<file path="src/rtl/sqrt_mmio_pkg.sv">
package sqrt_mmio_pkg;

    localparam int unsigned ADDR_W    = 4;
    localparam int unsigned DATA_W    = 32;
    localparam int unsigned CTRL_W    = 16;
    localparam int unsigned ROOT_W    = 32;
    localparam int unsigned RAD_W     = 2 * ROOT_W;
    localparam int unsigned CNT_W     = $clog2(ROOT_W + 1);
    localparam int unsigned BUSY_BIT  = CTRL_W - 1;
    localparam int unsigned WIDE_BIT  = 0;

    localparam logic [ADDR_W-1:0] OFS_CTRL   = 4'h0;
    localparam logic [ADDR_W-1:0] OFS_RESULT = 4'h4;
    localparam logic [ADDR_W-1:0] OFS_RAD_LO = 4'h8;
    localparam logic [ADDR_W-1:0] OFS_RAD_HI = 4'hC;

    typedef enum logic [0:0] {
        ST_IDLE = 1'b0,
        ST_RUN  = 1'b1
    } root_state_e;

endpackage

</file>
<file path="src/rtl/sqrt_mmio_regs.sv">
module sqrt_mmio_regs
    import sqrt_mmio_pkg::*;
#(
    parameter int unsigned P_ADDR_W = ADDR_W,
    parameter int unsigned P_DATA_W = DATA_W,
    parameter int unsigned P_CTRL_W = CTRL_W,
    parameter int unsigned P_RAD_W  = RAD_W,
    parameter int unsigned P_ROOT_W = ROOT_W
) (
    input  logic                 clk,
    input  logic                 rst_n,
    input  logic                 bus_wr,
    input  logic [P_ADDR_W-1:0]  bus_addr,
    input  logic [P_DATA_W-1:0]  bus_wdata,
    input  logic                 busy,
    input  logic [P_ROOT_W-1:0]  result,
    output logic [P_DATA_W-1:0]  bus_rdata,
    output logic                 start,
    output logic                 next_wide,
    output logic [P_RAD_W-1:0]   next_param,
    output logic                 ctrl_wide,
    output logic [P_RAD_W-1:0]   param_q
);

    localparam int unsigned LOW_W = P_CTRL_W - 1;
    localparam int unsigned WORDS = P_RAD_W / P_DATA_W;

    logic [LOW_W-1:0] ctrl_low_q;
    logic [LOW_W-1:0] ctrl_low_d;
    logic [P_RAD_W-1:0] param_d;
    logic             wr_ctrl;
    logic             wr_lo;
    logic             wr_hi;

    assign wr_ctrl = bus_wr && (bus_addr == OFS_CTRL);
    assign wr_lo   = bus_wr && (bus_addr == OFS_RAD_LO);
    assign wr_hi   = bus_wr && (bus_addr == OFS_RAD_HI);
    assign start   = wr_ctrl || wr_lo || wr_hi;

    always_comb begin
        ctrl_low_d = ctrl_low_q;
        if (wr_ctrl) begin
            ctrl_low_d = bus_wdata[LOW_W-1:0];
        end
    end

    always_comb begin
        param_d = param_q;
        if (wr_lo) begin
            param_d[P_DATA_W-1:0] = bus_wdata;
        end
        if (wr_hi) begin
            param_d[WORDS*P_DATA_W-1 -: P_DATA_W] = bus_wdata;
        end
    end

    assign next_param = param_d;
    assign next_wide  = ctrl_low_d[WIDE_BIT];
    assign ctrl_wide  = ctrl_low_q[WIDE_BIT];

    always_ff @(posedge clk or negedge rst_n) begin
        if (!rst_n) begin
            ctrl_low_q <= '0;
            param_q    <= '0;
        end else begin
            ctrl_low_q <= ctrl_low_d;
            param_q    <= param_d;
        end
    end

    always_comb begin
        bus_rdata = '0;
        unique case (bus_addr)
            OFS_CTRL:   bus_rdata[P_CTRL_W-1:0] = {busy, ctrl_low_q};
            OFS_RESULT: bus_rdata[P_ROOT_W-1:0] = result;
            OFS_RAD_LO: bus_rdata = param_q[P_DATA_W-1:0];
            OFS_RAD_HI: bus_rdata = param_q[WORDS*P_DATA_W-1 -: P_DATA_W];
            default:    bus_rdata = '0;
        endcase
    end

endmodule

</file>
<file path="src/rtl/sqrt_mmio_fsm.sv">
module sqrt_mmio_fsm
    import sqrt_mmio_pkg::*;
#(
    parameter int unsigned P_ROOT_W = ROOT_W,
    parameter int unsigned P_CNT_W  = CNT_W
) (
    input  logic clk,
    input  logic rst_n,
    input  logic start,
    input  logic next_wide,
    output logic busy,
    output logic load,
    output logic step,
    output logic finish
);

    localparam logic [P_CNT_W-1:0] LAST_WIDE   = P_CNT_W'(P_ROOT_W - 1);
    localparam logic [P_CNT_W-1:0] LAST_NARROW = P_CNT_W'(P_ROOT_W / 2 - 1);

    root_state_e        state_q;
    root_state_e        state_d;
    logic [P_CNT_W-1:0] steps_left_q;
    logic               last_step;

    assign last_step = (steps_left_q == '0);

    always_comb begin
        state_d = state_q;
        unique case (state_q)
            ST_IDLE: if (start) state_d = ST_RUN;
            ST_RUN: begin
                if (start)          state_d = ST_RUN;
                else if (last_step) state_d = ST_IDLE;
            end
            default: state_d = ST_IDLE;
        endcase
    end

    always_ff @(posedge clk or negedge rst_n) begin
        if (!rst_n) state_q <= ST_IDLE;
        else        state_q <= state_d;
    end

    always_ff @(posedge clk or negedge rst_n) begin
        if (!rst_n) begin
            steps_left_q <= '0;
        end else if (start) begin
            steps_left_q <= next_wide ? LAST_WIDE : LAST_NARROW;
        end else if (state_q == ST_RUN && !last_step) begin
            steps_left_q <= steps_left_q - 1'b1;
        end
    end

    always_comb begin
        busy   = 1'b0;
        load   = start;
        step   = 1'b0;
        finish = 1'b0;
        unique case (state_q)
            ST_IDLE: ;
            ST_RUN: begin
                busy   = 1'b1;
                step   = !start;
                finish = !start && last_step;
            end
            default: ;
        endcase
    end

endmodule

</file>
<file path="src/rtl/sqrt_mmio_datapath.sv">
module sqrt_mmio_datapath
    import sqrt_mmio_pkg::*;
#(
    parameter int unsigned P_ROOT_W = ROOT_W,
    parameter int unsigned P_RAD_W  = RAD_W
) (
    input  logic                clk,
    input  logic                rst_n,
    input  logic                load,
    input  logic                step,
    input  logic                finish,
    input  logic                next_wide,
    input  logic [P_RAD_W-1:0]  next_param,
    output logic [P_ROOT_W-1:0] result_q
);

    localparam int unsigned REM_W   = P_ROOT_W + 2;
    localparam int unsigned TRIAL_W = P_ROOT_W + 4;
    localparam int unsigned HALF_W  = P_RAD_W / 2;

    logic [P_RAD_W-1:0]  rad_q;
    logic [REM_W-1:0]    rem_q;
    logic [P_ROOT_W-1:0] root_q;
    logic [TRIAL_W-1:0]  trial;
    logic [TRIAL_W-1:0]  divisor;
    logic                fits;
    logic [REM_W-1:0]    rem_d;
    logic [P_ROOT_W-1:0] root_d;
    logic [P_RAD_W-1:0]  rad_load;

    assign rad_load = next_wide ? next_param
                                : {next_param[HALF_W-1:0], {HALF_W{1'b0}}};

    assign trial   = {rem_q, rad_q[P_RAD_W-1 -: 2]};
    assign divisor = {2'b00, root_q, 2'b01};
    assign fits    = (trial >= divisor);

    always_comb begin
        if (fits) begin
            rem_d  = REM_W'(trial - divisor);
            root_d = {root_q[P_ROOT_W-2:0], 1'b1};
        end else begin
            rem_d  = trial[REM_W-1:0];
            root_d = {root_q[P_ROOT_W-2:0], 1'b0};
        end
    end

    always_ff @(posedge clk or negedge rst_n) begin
        if (!rst_n) begin
            rad_q  <= '0;
            rem_q  <= '0;
            root_q <= '0;
        end else if (load) begin
            rad_q  <= rad_load;
            rem_q  <= '0;
            root_q <= '0;
        end else if (step) begin
            rad_q  <= {rad_q[P_RAD_W-3:0], 2'b00};
            rem_q  <= rem_d;
            root_q <= root_d;
        end
    end

    always_ff @(posedge clk or negedge rst_n) begin
        if (!rst_n)      result_q <= '0;
        else if (load)   result_q <= '0;
        else if (finish) result_q <= root_d;
    end

endmodule

</file>
<file path="src/rtl/sqrt_mmio_unit.sv">
module sqrt_mmio_unit
    import sqrt_mmio_pkg::*;
(
    input  logic              clk,
    input  logic              rst_n,
    input  logic              bus_wr,
    input  logic [ADDR_W-1:0] bus_addr,
    input  logic [DATA_W-1:0] bus_wdata,
    output logic [DATA_W-1:0] bus_rdata
);

    logic              start;
    logic              busy;
    logic              load;
    logic              step;
    logic              finish;
    logic              next_wide;
    logic              ctrl_wide;
    logic [RAD_W-1:0]  next_param;
    logic [RAD_W-1:0]  param_q;
    logic [ROOT_W-1:0] result_q;

    sqrt_mmio_regs u_regs (
        .clk        (clk),
        .rst_n      (rst_n),
        .bus_wr     (bus_wr),
        .bus_addr   (bus_addr),
        .bus_wdata  (bus_wdata),
        .busy       (busy),
        .result     (result_q),
        .bus_rdata  (bus_rdata),
        .start      (start),
        .next_wide  (next_wide),
        .next_param (next_param),
        .ctrl_wide  (ctrl_wide),
        .param_q    (param_q)
    );

    sqrt_mmio_fsm u_fsm (
        .clk       (clk),
        .rst_n     (rst_n),
        .start     (start),
        .next_wide (next_wide),
        .busy      (busy),
        .load      (load),
        .step      (step),
        .finish    (finish)
    );

    sqrt_mmio_datapath u_dp (
        .clk        (clk),
        .rst_n      (rst_n),
        .load       (load),
        .step       (step),
        .finish     (finish),
        .next_wide  (next_wide),
        .next_param (next_param),
        .result_q   (result_q)
    );

endmodule

</file>
<file path="config.mk">
export PLATFORM = sky130hd
export DESIGN_NAME = sqrt_mmio_unit
export DESIGN_NICKNAME = d
export VERILOG_FILES = /design/src/rtl/sqrt_mmio_pkg.sv /design/src/rtl/sqrt_mmio_regs.sv /design/src/rtl/sqrt_mmio_fsm.sv /design/src/rtl/sqrt_mmio_datapath.sv /design/src/rtl/sqrt_mmio_unit.sv
export SDC_FILE = /design/constraint.sdc
export NUM_CORES = 1
export LEC_CHECK = 0
export BUFFER_PORTS_ARGS = -buffer_cell sky130_fd_sc_hd__buf_2
export CORE_MARGIN = 5
export CORE_UTILIZATION = 55
export CTS_CLUSTER_SIZE = 40
export DETAILED_ROUTE_END_ITERATION = 8
export PLACE_DENSITY_LB_ADDON = 0.3
export SLEW_MARGIN = 20
export SYNTH_ARGS = -nofsm -noshare
export SYNTH_HDL_FRONTEND = slang
export SYNTH_SLANG_ARGS = --single-unit
</file>
<file path="constraint.sdc">
create_clock -name clk -period 2.85 [get_ports clk]
set_input_delay 0.1425 -clock clk [delete_from_list [all_inputs] [get_ports clk]]
set_output_delay 0.1425 -clock clk [all_outputs]
set_load 0.02 [all_outputs]
</file>
==> impl_metrics.tcl, run 1 <==
set metrics [dict create \
    status "finished, final reports clean" \
    cp_cell_sequence "inv_1, ha_1, and3_1, a211oi_2, a22oi_1, o21bai_1, o31ai_4, buf_4, buf_12, mux2_2, o21ai_0" \
    critical_path_buf_inv_count 3 \
    clock_latency_ns 0.53 \
    pre_cts_ws_ns 0.0412 \
    core_um2 24200 \
    syn_inst 1365 \
    p_sw_mw 8.03 \
    clkTransAtPathRegs_ns 0.06 \
    worst-setup-path-type "flop to flop" \
    cts_buffer_depth 3 \
    combPwrFrac_pct 53.1 \
    hold_viol_final 0 \
    slowest_stage "dfrtp_1" \
    via_per_inst 5.96 \
    fp-row-count 57 \
    multiInputGateArea_um2 6640 \
    slowest_delay_ns 0.41 \
    wire_per_inst_um 19.4 \
    start_util_pct 55.7 \
    reg2reg_slack_ns 0.1 \
    yosysWarnings 0 \
    power_density_nw_per_um2 1240 \
    antenna_found_initial 0 \
    yosysUniqueCellTypes 65 \
    synth_edf_count 0 \
    maxCapViolations 0 \
    io_buffers 70 \
    clock_sinks 248 \
    die_w_um 166 \
    seqCellArea_um2 6210 \
    detail_route.drc_violations 0 \
    swShare_pct 41.5 \
    num_antenna_cells 0 \
    arrival_ns 3.21 \
    clock_skew_ns 0.0153 \
    relSlewSlack_pct 40.1 \
    fin_ws_ns 0.0955 \
    critPathMaxFanout 11 \
    post-route-period-util_pct 96.6 \
    pin_count 71 \
    endpoint_kind "flop" \
    drt.antenna.violating_nets 0 \
    final_layout_size_suffix_gt1_share_pct 17.1 \
    final_util_pct 64.8 \
    async_flop_share_pct 100 \
    grt_pass1_wl_um 57300 \
    dr_total_vias 10806 \
    grt_pass1_vias 10906 \
    postSynthAreaPerCell_um2 9.86 \
    yosys_most_used_dff "dfrtp_1" \
    dp.cells 1729 \
    seqPwrFrac_pct 29.3 \
    cts_made_buffers 27 \
    totalWireLength_um 35100 \
    p_leak_nw 7.65 \
    post-dp-hpwl_um 23400 \
    crit_path_start_kind "flop" \
    clkPwrFrac_pct 17.6 \
    globalRouteOverflowTotal 0 \
    placed_area_um2 14400 \
    p_int_mw 11.3 \
    cts-root-buf "clkbuf_16" \
    worst_pin_slew_ns 0.899 \
    drv_slew 0 \
    fp.dieArea_um2 27700 \
    track_usage_pct 24.6 \
    fmax_mhz 363 \
    min_path_type "input pin to flop" \
    cts_max_level 1 \
    rsz0062_at_grt "yes" \
    cts_tree "done" \
    ys_seq_area_share_pct 46.1 \
    gp_congestion 0.900 \
    fin_crit_ns 2.75 \
    drt_iter0_markers 921 \
    ir_drop_v 0.000644 \
    syn2layout_area_growth_pct 16.5 \
    instances_no_fill 1813 \
    setup_viol 0 \
    first_pass_iters 5 \
    nets 1545 \
    syn_area_um2 13500 \
    crit_required_ns 3.31 \
    crit_family "compound AO/OA/AOI/OAI gates" \
    syn_nets 1440 \
    ys_ff_latch 248 \
    postLayoutCellArea_um2 15700 \
    grt_max_degree 89 \
    die_h_um 166 \
    fillCellCount 1929 \
]
==> logic make-up after synthesis <==
kind of cell / after synthesis / synth area share (%)
multiplexers: 227 / 17.3
buffers and inverters: 169 / 5.12
flip-flops: 248 / 46.1
XOR/XNOR: 33 / 2.15
adder cells (fa/ha/maj): 36 / 3.35
AND/OR/NAND/NOR: 304 / 9.77
AO/OA/AOI/OAI: 348 / 16.2
==> registers in the layout, indices dropped and copies added, names as in the netlist <==
register / count
u_dp.result_q: 32
u_regs.param_q: 64
u_dp.rad_q: 64
u_dp.rem_q: 34
u_fsm.steps_left_q: 6
u_regs.ctrl_low_q: 15
u_dp.root_q: 32
u_fsm.state_q: 1
==> per-stage QoR <==
stage / hold WS, ns / power, mW / setup TNS (ns)
floorplan: -0.153 / 12.9 / 0
global placement: 0.179 / 15.3 / 0
detailed placement: 0.188 / 15.5 / 0
CTS: 0.0619 / 19.0 / 0
global route: 0.0876 / 20.8 / -0.352
finish: 0.0785 / 19.4 / 0
==> cell usage after synthesis (2+ instances only) <==
cell type | count | area share (%)
dfrtp_1 | 248 | 46
mux2i_1 | 179 | 13
nand2_1 | 172 | 4.8
o21ai_0 | 100 | 3.7
inv_1 | 80 | 2.2
a21oi_1 | 79 | 2.9
nor2_1 | 60 | 1.7
clkbuf_1 | 59 | 1.6
mux2_2 | 48 | 4.0
o211ai_1 | 47 | 2.6
ha_1 | 36 | 3.3
o22ai_1 | 30 | 1.4
buf_2 | 20 | 0.74
a22oi_1 | 18 | 1.0
xnor2_1 | 17 | 1.1
a21o_1 | 16 | 0.89
nand3_1 | 16 | 0.60
xor2_1 | 16 | 1.0
nand4_1 | 15 | 0.70
nor3_1 | 14 | 0.52
o21a_1 | 8 | 0.45
o21ai_1 | 8 | 0.30
and3_1 | 7 | 0.33
buf_1 | 6 | 0.17
a31oi_1 | 5 | 0.23
a21oi_2 | 4 | 0.26
buf_6 | 4 | 0.33
o21bai_1 | 4 | 0.22
o221ai_1 | 4 | 0.26
nand2b_1 | 3 | 0.14
o31ai_1 | 3 | 0.17
a221oi_1 | 2 | 0.13
a311oi_1 | 2 | 0.13
and2_1 | 2 | 0.093
nor2b_1 | 2 | 0.093
or3_1 | 2 | 0.093
==> final cells by class <==
| type | instances | share of cell area (%) |
|---|---|---|
| timing repair buffer | 165 | 7.99 |
| clock inverter | 8 | 0.511 |
| sequential | 248 | 39.6 |
| tap | 324 | 2.59 |
| multi-input combinational | 948 | 42.4 |
| clock buffer | 40 | 5.01 |
| inverter | 80 | 1.92 |
==> path summary, 6_finish.rpt <==
check,from,end,cells after the start
setup / recovery,u_dp.root_q[22],u_dp.rem_q[1],11
hold / removal,bus_wr,u_regs.ctrl_low_q[0],4
setup reg to reg,u_dp.root_q[22],u_dp.rem_q[1],11
hold reg to reg,u_dp.rad_q[0],u_dp.rad_q[0],2
max in group asynchronous,rst_n,u_dp.rad_q[48],3
min in group asynchronous,rst_n,u_dp.rem_q[12],2
==> layer usage <==
metal,up-vias,track usage (%),wire length (um)
li1,5059,-,-
met1,5387,35.2,15800
met2,302,40.6,16900
met3,58,2.54,1510
met4,0,6.37,874
met5,-,0,0
==> worst min-delay path: cells and delay by family <==
kind | cells | cell delay (ns)
buffers and inverters | 2 | 0.20
muxes | 1 | 0.08
and+or+nand+nor | 1 | 0.15
==> power by group through the flow <==
stage	clock [mW]	sequential [mW]	combinational [mW]
2_1_floorplan	0	5.36	7.55
3_3_place_gp	0	5.66	9.66
3_5_place_dp	0	5.71	9.82
4_1_cts	3.45	5.67	9.93
5_1_grt	3.61	5.82	11.4
6_report	3.40	5.68	10.3
==> placed cells by master (no fill, tap or decap), drive strengths merged, types with 3 or more instances in the layout <==
master	n
a21o	16
a21oi	83
a22oi	18
a31oi	5
and3	7
buf	131
clkbuf	41
clkinvlp	3
dfrtp	248
dlygate4sd3	33
ha	36
inv	82
mux2	48
mux2i	179
nand2	172
nand2b	3
nand3	16
nand4	15
nor2	60
nor3	14
nor4	3
o211ai	47
o21a	8
o21ai	109
o21bai	5
o221ai	4
o22ai	30
o31ai	4
or2	3
xnor2	17
xor2	16
==> what timing repair did <==
item	4_1_cts	5_1_grt
gates resized for setup	0	15
endpoints found under the hold margin	157	0
buffers inserted	0	2
hold buffers	33	0
setup endpoints to repair	0	19
(Power assumes the default switching activity.)
==> inputs of run 2 (changes only) <==
Settings changed: BUFFER_PORTS_ARGS -buffer_cell sky130_fd_sc_hd__buf_2 to -buffer_cell sky130_fd_sc_hd__buf_4, PLACE_DENSITY set to 0.81, PLACE_DENSITY_LB_ADDON 0.3 to unset.
==> impl_metrics.tcl, run 2 (synthesized netlist as in run 1, its figures left out) <==
set metrics [dict create \
    hold_viol_final 0 \
    fp.dieArea_um2 27700 \
    core_um2 24200 \
    final_util_pct 65.3 \
    fp-row-count 57 \
    grt_max_degree 92 \
    io_buffers 70 \
    cts_made_buffers 25 \
    tns_ns 0 \
    globalRouteOverflowTotal 0 \
    p_leak_nw 7.66 \
    nets 1542 \
    post-dp-hpwl_um 23000 \
    cts-root-buf "clkbuf_16" \
    fillCellCount 1757 \
    clock_sinks 248 \
    rsz0062_at_grt "no" \
    antenna_found_initial 0 \
    power_density_nw_per_um2 1220 \
    critPathMaxFanout 22 \
    totalWireLength_um 34900 \
    clkTransAtPathRegs_ns 0.06 \
    fin_ws_ns 0.129 \
    status "finished, final reports clean" \
    drv_slew 0 \
    post-route-period-util_pct 95.5 \
    placed_area_um2 14500 \
    via_per_inst 6.01 \
    track_usage_pct 24.3 \
    min_path_type "input pin to flop" \
    postLayoutCellArea_um2 15800 \
    first_pass_iters 5 \
    start_util_pct 55.7 \
    grt_use_met3_pct 3.48 \
    clock_latency_ns 0.53 \
    drt_iter0_markers 962 \
    top_usage_layer "met2" \
    worst_pin_slew_ns 0.804 \
    final_layout_size_suffix_gt1_share_pct 17.0 \
    worst-setup-path-type "flop to flop" \
    met2_usage_pct 40.4 \
    grt_pass1_wl_um 56800 \
    crit_path_start_kind "flop" \
    reg_top3 "u_dp.rad_q (64), u_regs.param_q (64), u_dp.rem_q (34)" \
    endpoint_kind "flop" \
    fin_crit_ns 2.72 \
    cts_tree "done" \
    arrival_ns 3.11 \
    maxCapViolations 0 \
    pin_count 71 \
    wire_per_inst_um 19.3 \
    fmax_mhz 368 \
    relSlewSlack_pct 46.3 \
    final_common_cell "dfrtp_1" \
    cts_max_level 1 \
    dr_total_vias 10875 \
    clock_skew_ns 0.00710 \
    grt_pass1_vias 10982 \
    layout.cells.most_common_list "dfrtp_1, mux2i_1, nand2_1, buf_4, o21ai_0" \
    pre_cts_ws_ns 0.0808 \
    setup_viol 0 \
    die_w_um 166 \
    cts_buffer_depth 3 \
    met1_usage_pct 33.2 \
    multiInputGateArea_um2 6640 \
    crit_required_ns 3.23 \
    seqCellArea_um2 6210 \
    ir_drop_v 0.000650 \
    num_antenna_cells 0 \
    syn2layout_area_growth_pct 17.3 \
    gp_congestion 0.894 \
    die_h_um 166 \
    detail_route.drc_violations 0 \
    whs_ns 0.213 \
    drt.antenna.violating_nets 0 \
]
-- run 2: path summary, 6_finish.rpt --
check / startpoint / endpoint / slack [ns] / cells after the start
setup / recovery: u_dp.root_q[17] / u_dp.rem_q[5] / 0.13 / 11
hold / removal: bus_wr / u_dp.rad_q[1] / 0.21 / 5
setup reg to reg: u_dp.root_q[17] / u_dp.rem_q[5] / 0.13 / 11
hold reg to reg: u_dp.rem_q[33] / u_dp.rem_q[33] / 0.50 / 2
max in group asynchronous: rst_n / u_regs.param_q[62] / 1.81 / 3
min in group asynchronous: rst_n / u_dp.rem_q[29] / 0.22 / 2
-- run 2: power breakdown --
part           switching, mW  total (mW)  internal [mW]
clock network           1.36        3.38           2.02
registers               1.01        5.78           4.77
logic                   5.57        10.1           4.52
total                   7.94        19.3           11.3
-- run 2: metal layers --
metal / part of all wire [%] / vias up
met1: 43 / 5381
li1: - / 5050
met4: 3.2 / 0
met5: 0 / -
met2: 48 / 354
met3: 4.9 / 90
-- run 2: what timing repair did --
item,CTS,global route
setup endpoints to repair,0,34
setup buffers,0,4
resized for setup,0,16
hold buffers,33,0
hold endpoints to repair,155,0
-- run 2: stage by stage --
step / power (mW) / std cells
final: 19.3 / 1809
after global routing: 20.6 / 1809
after CTS: 18.9 / 1805
after detailed placement: 15.4 / 1727
after global placement: 15.1 / 1727
after floorplan: 12.9 / 1365
-- run 2: final cells by class --
| cell class | count | area share (%) |
|---|---|---|
| Multi-Input combinational cell | 948 | 42.1 |
| Inverter | 80 | 1.90 |
| Clock inverter | 10 | 0.840 |
| Clock buffer | 35 | 4.52 |
| Timing Repair Buffer | 164 | 8.74 |
| Sequential cell | 248 | 39.3 |
| Tap cell | 324 | 2.57 |
-- run 2: worst max-delay path, stage by stage, from the launching register on --
cell	delay [ns]
dfrtp_1	0.40
inv_1	0.08
ha_1	0.40
a21o_1	0.23
o21ba_2	0.28
o21ai_0	0.12
nand2_1	0.11
a21oi_2	0.05
o31ai_4	0.27
buf_6	0.29
mux2i_1	0.25
a21oi_1	0.09
